`src/rtl/i2c_target_pkg.sv`:
```
package i2c_target_pkg;
    localparam int BYTE_W = 8;

    typedef enum logic [2:0] {
        ST_IDLE,
        ST_ADDR,
        ST_ADDR_ACK,
        ST_RX,
        ST_RX_ACK,
        ST_TX,
        ST_TX_ACK,
        ST_HUSH
    } tgt_state_t;
endpackage

```
`src/rtl/i2c_line_cond.sv`:
```
module i2c_line_cond #(
    parameter int STAGES = 2
) (
    input  logic clk,
    input  logic rst_n,
    input  logic scl_i,
    input  logic sda_i,
    output logic scl_s,
    output logic sda_s,
    output logic scl_rise,
    output logic scl_fall,
    output logic start_det,
    output logic stop_det
);
    logic [STAGES-1:0] scl_pipe;
    logic [STAGES-1:0] sda_pipe;
    logic              scl_q;
    logic              sda_q;

    // Idle bus is high, so reset to 1 to avoid false events.
    always_ff @(posedge clk or negedge rst_n) begin
        if (!rst_n) begin
            scl_pipe <= '1;
            sda_pipe <= '1;
            scl_q    <= 1'b1;
            sda_q    <= 1'b1;
        end else begin
            scl_pipe <= {scl_pipe[STAGES-2:0], scl_i};
            sda_pipe <= {sda_pipe[STAGES-2:0], sda_i};
            scl_q    <= scl_s;
            sda_q    <= sda_s;
        end
    end

    assign scl_s     = scl_pipe[STAGES-1];
    assign sda_s     = sda_pipe[STAGES-1];
    assign scl_rise  = scl_s & ~scl_q;
    assign scl_fall  = ~scl_s & scl_q;
    assign start_det = scl_s & scl_q & sda_q & ~sda_s;
    assign stop_det  = scl_s & scl_q & ~sda_q & sda_s;
endmodule

```
`src/rtl/i2c_rx_hold.sv`:
```
module i2c_rx_hold #(
    parameter int W = 8
) (
    input  logic         clk,
    input  logic         rst_n,
    input  logic         push,
    input  logic [W-1:0] push_data,
    input  logic         rd,
    output logic [W-1:0] data,
    output logic         full,
    output logic         ovf,
    output logic         accept
);
    // A read in the same cycle frees the slot for the arriving byte.
    assign accept = ~full | rd;

    always_ff @(posedge clk or negedge rst_n) begin
        if (!rst_n) begin
            data <= '0;
            full <= 1'b0;
            ovf  <= 1'b0;
        end else begin
            if (push && accept) begin
                data <= push_data;
                full <= 1'b1;
            end else if (rd) begin
                full <= 1'b0;
            end
            if (rd)
                ovf <= 1'b0;
            else if (push && !accept)
                ovf <= 1'b1;
        end
    end
endmodule

```
`src/rtl/i2c_target_engine.sv`:
```
module i2c_target_engine
    import i2c_target_pkg::*;
#(
    parameter int SYNC_STAGES = 2
) (
    input  logic              clk,
    input  logic              rst_n,
    input  logic              scl_i,
    input  logic              sda_i,
    output logic              sda_oe,
    input  logic [BYTE_W-1:1] match_addr,
    input  logic [BYTE_W-1:0] tx_data,
    input  logic              tx_load,
    output logic [BYTE_W-1:0] rx_data,
    output logic              rx_full,
    output logic              rx_overflow,
    input  logic              rx_rd
);
    localparam int              CNT_W    = $clog2(BYTE_W);
    localparam logic [CNT_W-1:0] LAST_BIT = CNT_W'(BYTE_W - 1);

    logic scl_s, sda_s, scl_rise, scl_fall, start_det, stop_det;

    tgt_state_t        state;
    logic [CNT_W-1:0]  bit_cnt;
    logic [BYTE_W-2:0] in_sh;
    logic [BYTE_W-1:0] out_sh;
    logic [BYTE_W-1:0] tx_reg;
    logic              ph9;
    logic              ack_ok;
    logic              rw_rd;
    logic              m_ack;
    logic              push;
    logic              accept;
    logic [BYTE_W-1:0] byte_in;

    i2c_line_cond #(.STAGES(SYNC_STAGES)) u_lines (
        .clk       (clk),
        .rst_n     (rst_n),
        .scl_i     (scl_i),
        .sda_i     (sda_i),
        .scl_s     (scl_s),
        .sda_s     (sda_s),
        .scl_rise  (scl_rise),
        .scl_fall  (scl_fall),
        .start_det (start_det),
        .stop_det  (stop_det)
    );

    assign byte_in = {in_sh, sda_s};
    assign push    = (state == ST_RX) && scl_rise && (bit_cnt == LAST_BIT);

    i2c_rx_hold #(.W(BYTE_W)) u_hold (
        .clk       (clk),
        .rst_n     (rst_n),
        .push      (push),
        .push_data (byte_in),
        .rd        (rx_rd),
        .data      (rx_data),
        .full      (rx_full),
        .ovf       (rx_overflow),
        .accept    (accept)
    );

    // State register and datapath
    always_ff @(posedge clk or negedge rst_n) begin
        if (!rst_n) begin
            state   <= ST_IDLE;
            bit_cnt <= '0;
            in_sh   <= '0;
            out_sh  <= '1;
            tx_reg  <= '0;
            ph9     <= 1'b0;
            ack_ok  <= 1'b0;
            rw_rd   <= 1'b0;
            m_ack   <= 1'b0;
        end else begin
            if (tx_load)
                tx_reg <= tx_data;
            if (start_det) begin
                state   <= ST_ADDR;
                bit_cnt <= '0;
                ph9     <= 1'b0;
            end else if (stop_det) begin
                state <= ST_IDLE;
                ph9   <= 1'b0;
            end else begin
                unique case (state)
                    ST_IDLE, ST_HUSH: ;
                    ST_ADDR: if (scl_rise) begin
                        in_sh <= byte_in[BYTE_W-2:0];
                        if (bit_cnt == LAST_BIT) begin
                            bit_cnt <= '0;
                            if (byte_in[BYTE_W-1:1] == match_addr) begin
                                state <= ST_ADDR_ACK;
                                rw_rd <= byte_in[0];
                                ph9   <= 1'b0;
                            end else begin
                                state <= ST_HUSH;
                            end
                        end else begin
                            bit_cnt <= bit_cnt + 1'b1;
                        end
                    end
                    ST_ADDR_ACK: if (scl_fall) begin
                        if (!ph9) begin
                            ph9 <= 1'b1;
                        end else begin
                            ph9     <= 1'b0;
                            bit_cnt <= '0;
                            if (rw_rd) begin
                                state  <= ST_TX;
                                out_sh <= tx_reg;
                            end else begin
                                state <= ST_RX;
                            end
                        end
                    end
                    ST_RX: if (scl_rise) begin
                        in_sh <= byte_in[BYTE_W-2:0];
                        if (bit_cnt == LAST_BIT) begin
                            bit_cnt <= '0;
                            state   <= ST_RX_ACK;
                            ack_ok  <= accept;
                            ph9     <= 1'b0;
                        end else begin
                            bit_cnt <= bit_cnt + 1'b1;
                        end
                    end
                    ST_RX_ACK: if (scl_fall) begin
                        if (!ph9) begin
                            ph9 <= 1'b1;
                        end else begin
                            ph9   <= 1'b0;
                            state <= ack_ok ? ST_RX : ST_HUSH;
                        end
                    end
                    ST_TX: if (scl_fall) begin
                        out_sh <= {out_sh[BYTE_W-2:0], 1'b1};
                    end else if (scl_rise) begin
                        if (bit_cnt == LAST_BIT) begin
                            bit_cnt <= '0;
                            state   <= ST_TX_ACK;
                            ph9     <= 1'b0;
                        end else begin
                            bit_cnt <= bit_cnt + 1'b1;
                        end
                    end
                    ST_TX_ACK: if (scl_rise && ph9) begin
                        m_ack <= ~sda_s;
                    end else if (scl_fall) begin
                        if (!ph9) begin
                            ph9 <= 1'b1;
                        end else begin
                            ph9 <= 1'b0;
                            if (m_ack) begin
                                state   <= ST_TX;
                                out_sh  <= tx_reg;
                                bit_cnt <= '0;
                            end else begin
                                state <= ST_HUSH;
                            end
                        end
                    end
                    default: state <= ST_IDLE;
                endcase
            end
        end
    end

    // Output decode
    always_comb begin
        sda_oe = 1'b0;
        unique case (state)
            ST_ADDR_ACK: sda_oe = ph9;
            ST_RX_ACK:   sda_oe = ph9 & ack_ok;
            ST_TX:       sda_oe = ~out_sh[BYTE_W-1];
            ST_TX_ACK:   sda_oe = ~ph9 & ~out_sh[BYTE_W-1];
            default:     sda_oe = 1'b0;
        endcase
    end
endmodule

```
`config.mk`:
```
export PLATFORM = sky130hd
export DESIGN_NAME = i2c_target_engine
export DESIGN_NICKNAME = d
export VERILOG_FILES = /design/src/rtl/i2c_target_pkg.sv /design/src/rtl/i2c_line_cond.sv /design/src/rtl/i2c_rx_hold.sv /design/src/rtl/i2c_target_engine.sv
export SDC_FILE = /design/constraint.sdc
export NUM_CORES = 1
export LEC_CHECK = 0
export BUFFER_PORTS_ARGS = -buffer_cell sky130_fd_sc_hd__buf_2
export CELL_PAD_IN_SITES_DETAIL_PLACEMENT = 1
export CELL_PAD_IN_SITES_GLOBAL_PLACEMENT = 1
export CORE_MARGIN = 5
export CORE_UTILIZATION = 25
export DETAILED_ROUTE_END_ITERATION = 6
export PLACE_DENSITY_LB_ADDON = 0.1
export SYNTH_ARGS = -nofsm -noshare
export SYNTH_HDL_FRONTEND = slang
export SYNTH_HIERARCHICAL = 1
export SYNTH_SLANG_ARGS = --single-unit
```
`constraint.sdc`:
```
create_clock -name clk -period 1.81 [get_ports clk]
set_input_delay 0.0905 -clock clk [delete_from_list [all_inputs] [get_ports clk]]
set_output_delay 0.0905 -clock clk [all_outputs]
set_load 0.01 [all_outputs]
```
=== Yosys cells after proc, flatten, opt, wreduce, memory -nomap -nowiden ===
Cells that the tools add are included.

* Flip-flop bits (word level): 49
* Bits of input ports: 21
* Output and inout port bits: 11
* Logic and storage cells: 156

* Add/sub/neg operators: 1
* Equal/unequal tests: 39
* Mux-type cells: 59
* Bitwise logic cells: 19
* Reductions and logical operators: 22

{| class="wikitable"
|+ Operators with widths
! kind !! count
|-
| 2-to-1 mux 3 bit || 30
|-
| 2-to-1 mux 8 bit || 8
|-
| inequality test 4 bit (second input constant) || 14
|-
| case mux 8 bit (3 select lines) || 1
|-
| inequality test 3 bit (second input constant) || 7
|-
| inequality test 2 bit (second input constant) || 9
|-
| case mux 3 bit (6 select lines) || 1
|-
| 2-to-1 mux 1 bit || 15
|-
| AND reduction 15 bit || 1
|-
| == test 3 bit (second input constant) || 4
|-
| case mux 3 bit (4 select lines) || 1
|-
| AND reduction 6 bit || 2
|-
| AND reduction 11 bit || 1
|-
| AND 1 bit || 9
|-
| NOT 1 bit || 9
|-
| AND reduction 9 bit || 1
|-
| AND reduction 4 bit || 2
|-
| nonzero test 8 bit || 1
|-
| == test 7 bit || 1
|-
| nonzero test 7 bit || 1
|-
| == test 3 x 2 -> 1 bit (second input constant) || 2
|-
| logical AND 1 bit || 5
|-
| case mux 1 bit (5 select lines) || 1
|-
| AND reduction 5 bit || 1
|-
| other kinds (11) || 13
|}

=== Longest topological paths before layout ===
* Depth in word-level cells: 7
* Gate-level depth with buffers: 6
* Gate-level depth less buffers: 6

=== Hierarchy ===
Netlist, hierarchy kept.

{| class="wikitable"
|+ Modules (own cells, without submodules)
! module !! times used !! cells each !! area each (µm²) !! seq. area each (µm²)
|-
| i2c_target_engine || 1 || 160 || 1,875.5 || 835.8
|-
| i2c_rx_hold || 1 || 23 || 411.6 || 250.2
|-
| i2c_line_cond || 1 || 10 || 190.2 || 157.7
|}

=== Worst setup path after synthesis ===
OpenSTA, ideal clock, no wires.

* Path kind: register to register
* Start point: reg u_lines.scl_pipe[1]
* End point: reg u_hold.data[0]
* Setup time: 125 ps
* Arrival: 1,737 ps
* Data required time: 1,685 ps
* Setup slack: -52 ps
* Cell stages (with the launch flop): 6
* Buffers on the path: 0
* Clock period less this slack: 1,862 ps
* Cell sequence: dfstp_2 nor2b_1 and3b_1 and3_1 nand2_4 mux2_4

* Word-level cells in the longest chain between the ends: 4

{| class="wikitable"
|+ RTL lines
! element !! line !! text
|-
| start, declared || i2c_line_cond.sv:15 || <nowiki>logic [STAGES-1:0] scl_pipe;</nowiki>
|-
| start signal, assigned || i2c_line_cond.sv:28 || <nowiki>scl_pipe <= {scl_pipe[STAGES-2:0], scl_i};</nowiki>
|-
| AND 1 bit || i2c_line_cond.sv:37 || <nowiki>assign scl_rise = scl_s & ~scl_q;</nowiki>
|-
| via scl_rise || i2c_target_engine.sv:22 || <nowiki>logic scl_s, sda_s, scl_rise, scl_fall, start_det, stop_det;</nowiki>
|-
| logical AND 1 bit (2 in a row) || i2c_target_engine.sv:51 || <nowiki>assign push = (state == ST_RX) && scl_rise && (bit_cnt == LAST_BIT);</nowiki>
|-
| via push || i2c_target_engine.sv:33 || <nowiki>logic push;</nowiki>
|-
| logical AND 1 bit || i2c_rx_hold.sv:23 || <nowiki>if (push && accept) begin</nowiki>
|-
| end signal, assigned || i2c_rx_hold.sv:24 || <nowiki>data <= push_data;</nowiki>
|-
| end, declared || i2c_rx_hold.sv:9 || <nowiki>output logic [W-1:0] data,</nowiki>
|}

The timed path passes the listed nets, and every way through them passes these cells.
A chain may end at the register's enable or synchronous reset.

=== Worst setup path in the final report ===
* Start point: reg u_lines.scl_q
* End point: reg out_sh[6]

* Word-level cells in the longest chain between the ends: 5
* Elaborated cells between the ends (all ways): 16
* Those cells by class: 4 x eq/ne; 10 x bitwise; 2 x reduce/logical

{| class="wikitable"
|+ RTL lines
! element !! line !! text
|-
| start, declared || i2c_line_cond.sv:17 || <nowiki>logic scl_q;</nowiki>
|-
| start signal, assigned || i2c_line_cond.sv:30 || <nowiki>scl_q <= scl_s;</nowiki>
|-
| NOT 1 bit || i2c_line_cond.sv:37 ||
|-
| AND 1 bit || i2c_line_cond.sv:37 ||
|-
| via scl_rise || i2c_target_engine.sv:22 ||
|-
| logical AND 1 bit || i2c_target_engine.sv:149 || <nowiki>ST_TX_ACK: if (scl_rise && ph9) begin</nowiki>
|-
| inequality test 2 bit (no source line) || n/a ||
|-
| AND reduction 11 bit (no source line) || n/a ||
|-
| end signal, assigned || i2c_target_engine.sv:113 || <nowiki>out_sh <= tx_reg;</nowiki>
|-
| end signal, assigned || i2c_target_engine.sv:139 || <nowiki>out_sh <= {out_sh[BYTE_W-2:0], 1'b1};</nowiki>
|-
| end signal, assigned || i2c_target_engine.sv:158 || <nowiki>out_sh <= tx_reg;</nowiki>
|-
| end, declared || i2c_target_engine.sv:27 || <nowiki>logic [BYTE_W-1:0] out_sh;</nowiki>
|}

The timed path passes the listed nets, and every way through them passes these cells.

==> flow_summary.toml <==
[cells_and_area]
layout.cells.most_common = "buf_4"
final_cell_area_sq_mm = 0.00343
areaGrowthSynthToFinish_pct = 38.6
final_cell_mix = "buf_4, dfrtp_1, buf_2"
layout.filler_cells = 1097
layout.cells.non_filler = 414
number_of_antenna_diodes = 0
drive_gt1_share_pct = 59.8
postLayoutCoreUtil_pct = 35.3
layout.nets = 303

[cts]
clock_insertion_delay_worst_skew_ps = 310
clock_tree_root = "clkbuf_8"
numCtsBuffers = 5
htreeDepth = 2
tritoncts_clock_tree = "yes"
tritoncts_num_sinks = 49
ctsLongestPathBuffers = 2
cts.clk_slew.worst_paths_ps = 100

[synthesis]
synth_area_sq_mm = 0.00248
largest_cells_by_area_after_synthesis = "dfrtp_1, dfstp_2, mux2_2, mux2_4, xnor2_1"
post-synth-top-area-cell = "dfrtp_1"
synth_adder_area_share_pct = 1.01
yosysWarningCount = 6
complex_gate_fraction_of_the_synthesized_area_pct = 9.60
synth_top_family_by_area = "multiplexers"
synth_xor_area_share_pct = 2.83
synth_fp_nets = 216
area_share_of_the_largest_cell_type_after_synthesis_pct = 35.4
share_of_synthesized_registers_carrying_an_async_set_or_reset_pct = 100
synth_seq_cells = 49
synth.area.mux_share_pct = 21.5
ys.flop_type = "dfrtp_1"
synth_cell_type_count = 53
synth_edf_count = 0
ys_seq_area_share_pct = 50.2
synthesized_instance_count = 193
syn_avg_cell_area_sq_um = 12.8
post_synth_and_or_nand_nor_area_fraction_pct = 12.4

[placement]
dp_worst_setup_slack_ps = -68.2
buffer_ports.inserted = 31
placed_cells = 393
hpwl_dp_um = 4640
gp_congestion = 0.764
postPlaceCellArea_sq_mm = 0.00309

[timing]
final.min_clock_period_ps = 1770
worst_slew_pin_slew_ps = 644
setup_total_negative_slack_ps = 0
fmax_mhz = 565
whs_ps = 29.0
hold_viol = 0
slew_headroom_pct = 57.1
setup_slack_ps = 38.7
setup-violations-final = 0
drv_slew = 0
finClkSkew_ps = 11.0
rsz0062_at_grt = "yes"
final_min_period_over_clock_period_pct = 97.9

[global_route]
grt_overall_usage_pct = 11.6
grt_start_max_net_pins = 50
global_route.overflow_total = 0
first_global_vias = 2129
grt_pass1_wl_um = 10900
grt_antenna_before_repair = 0

[die]
die-area_sq_mm = 0.0120
floorplan.initialDensity_pct = 25.5
die_height_um = 110
core.rowCount = 36
die_x_um = 110
core_area_sq_mm = 0.00973
io-pin-count = 32

[critical_path]
critical_path.n_buffers_inverters = 2
critical_path.top_delay_family = "flip-flops"
critical_path.endpoint_type = "flop"
timing.critical_path.cells = "buf_4, nor2b_4, nand2_1, nand4_1, a211o_1, buf_12, mux2_4"
critPathMaxFanout = 8
worst_path_max_delay_cell = "dfstp_2"
arrival_ps = 2010
critPathKind = "flop to flop"
critPathRequiredTime_ps = 2040
cp_slowest_stage_delay_ps = 550
element_type_at_the_critical_path_start = "flop"

[power_and_ir_drop]
totalPowerFinal_mw = 4.17
p_leak_nw = 1.56
power_per_cell_area_mw_per_mm2 = 1210
irDropWorstVdd_v = 0.000520

[hold_path]
hold_path.class = "input pin to flop"

[detailed_routing]
num_vias = 1822
via_per_inst = 4.40
detail_route.wirelength_um = 6370
ant_nets = 0
initial_drc_count = 37
residual_drc = 0
firstDrtPassIters = 3
wl_per_cell_um = 15.4

[outcome]
status = "finished, final reports clean"

[run]
cap_violations = 0
[layer usage]
layer | GRT usage (%) | vias to the layer above | part of all wire, %
met5 | 0 | - | 0
met4 | 3.47 | 0 | 1.4
met3 | 3.05 | 8 | 2.9
met2 | 18.5 | 21 | 47
met1 | 15.5 | 913 | 48
li1 | - | 880 | -
[area by class of cell]
class	count	area, sq um	share of cell area [%]
repair buffers	86	612	17.8
clock inverters	2	13.8	0.401
flip-flops and latches	49	1240	36.2
well taps	133	166	4.85
multi-input cells	133	1310	38.0
clock buffers	6	72.6	2.11
inverters	5	18.8	0.546
[what timing repair did]
item                       4_1_cts  5_1_grt
pin swaps                        6        3
setup buffers                    2        1
hold buffers                    11        0
hold endpoints to repair        45        0
setup endpoints to repair       19       24
gates resized for setup          9       21
[power breakdown]
part / switching, mW / internal, mW
combinational: 0.805 / 1.04
clock: 0.395 / 0.277
sequential: 0.255 / 1.40
[path summary, 6_finish.rpt]
path                       cells after the start  slack (ps)                  end                 from
max in group asynchronous                      3         910             state[1]                rst_n
hold reg to reg                                0         360  u_lines/sda_pipe[1]  u_lines/sda_pipe[0]
setup / recovery                               7          40            out_sh[6]        u_lines/scl_q
hold / removal                                 2          30            tx_reg[7]           tx_data[7]
min in group asynchronous                      3         400          u_hold/full                rst_n
setup reg to reg                               7          40            out_sh[6]        u_lines/scl_q
[cell usage after synthesis, types with 2 or more instances]
master	n
dfrtp_1	35
mux2_2	25
mux2_4	16
dfstp_2	14
xnor2_1	8
nand2_1	7
nor2_1	7
a21oi_1	5
inv_1	5
o21ai_0	5
nand4_1	4
o31ai_1	4
nand2b_1	3
nand3_1	3
nor2b_1	3
nor3_1	3
o211ai_1	3
or4_1	3
a211oi_1	2
and4b_1	2
buf_6	2
clkbuf_1	2
ha_1	2
[kinds of logic after synthesis]
logic type | count (synthesis)
xor gates and xnor gates | 8
buffers and inverters | 11
AOI/OAI and AO/OA | 32
muxes | 42
DFF | 49
adders and majority gates | 2
and+or+nand+nor | 49
(Power assumes the default switching activity.)
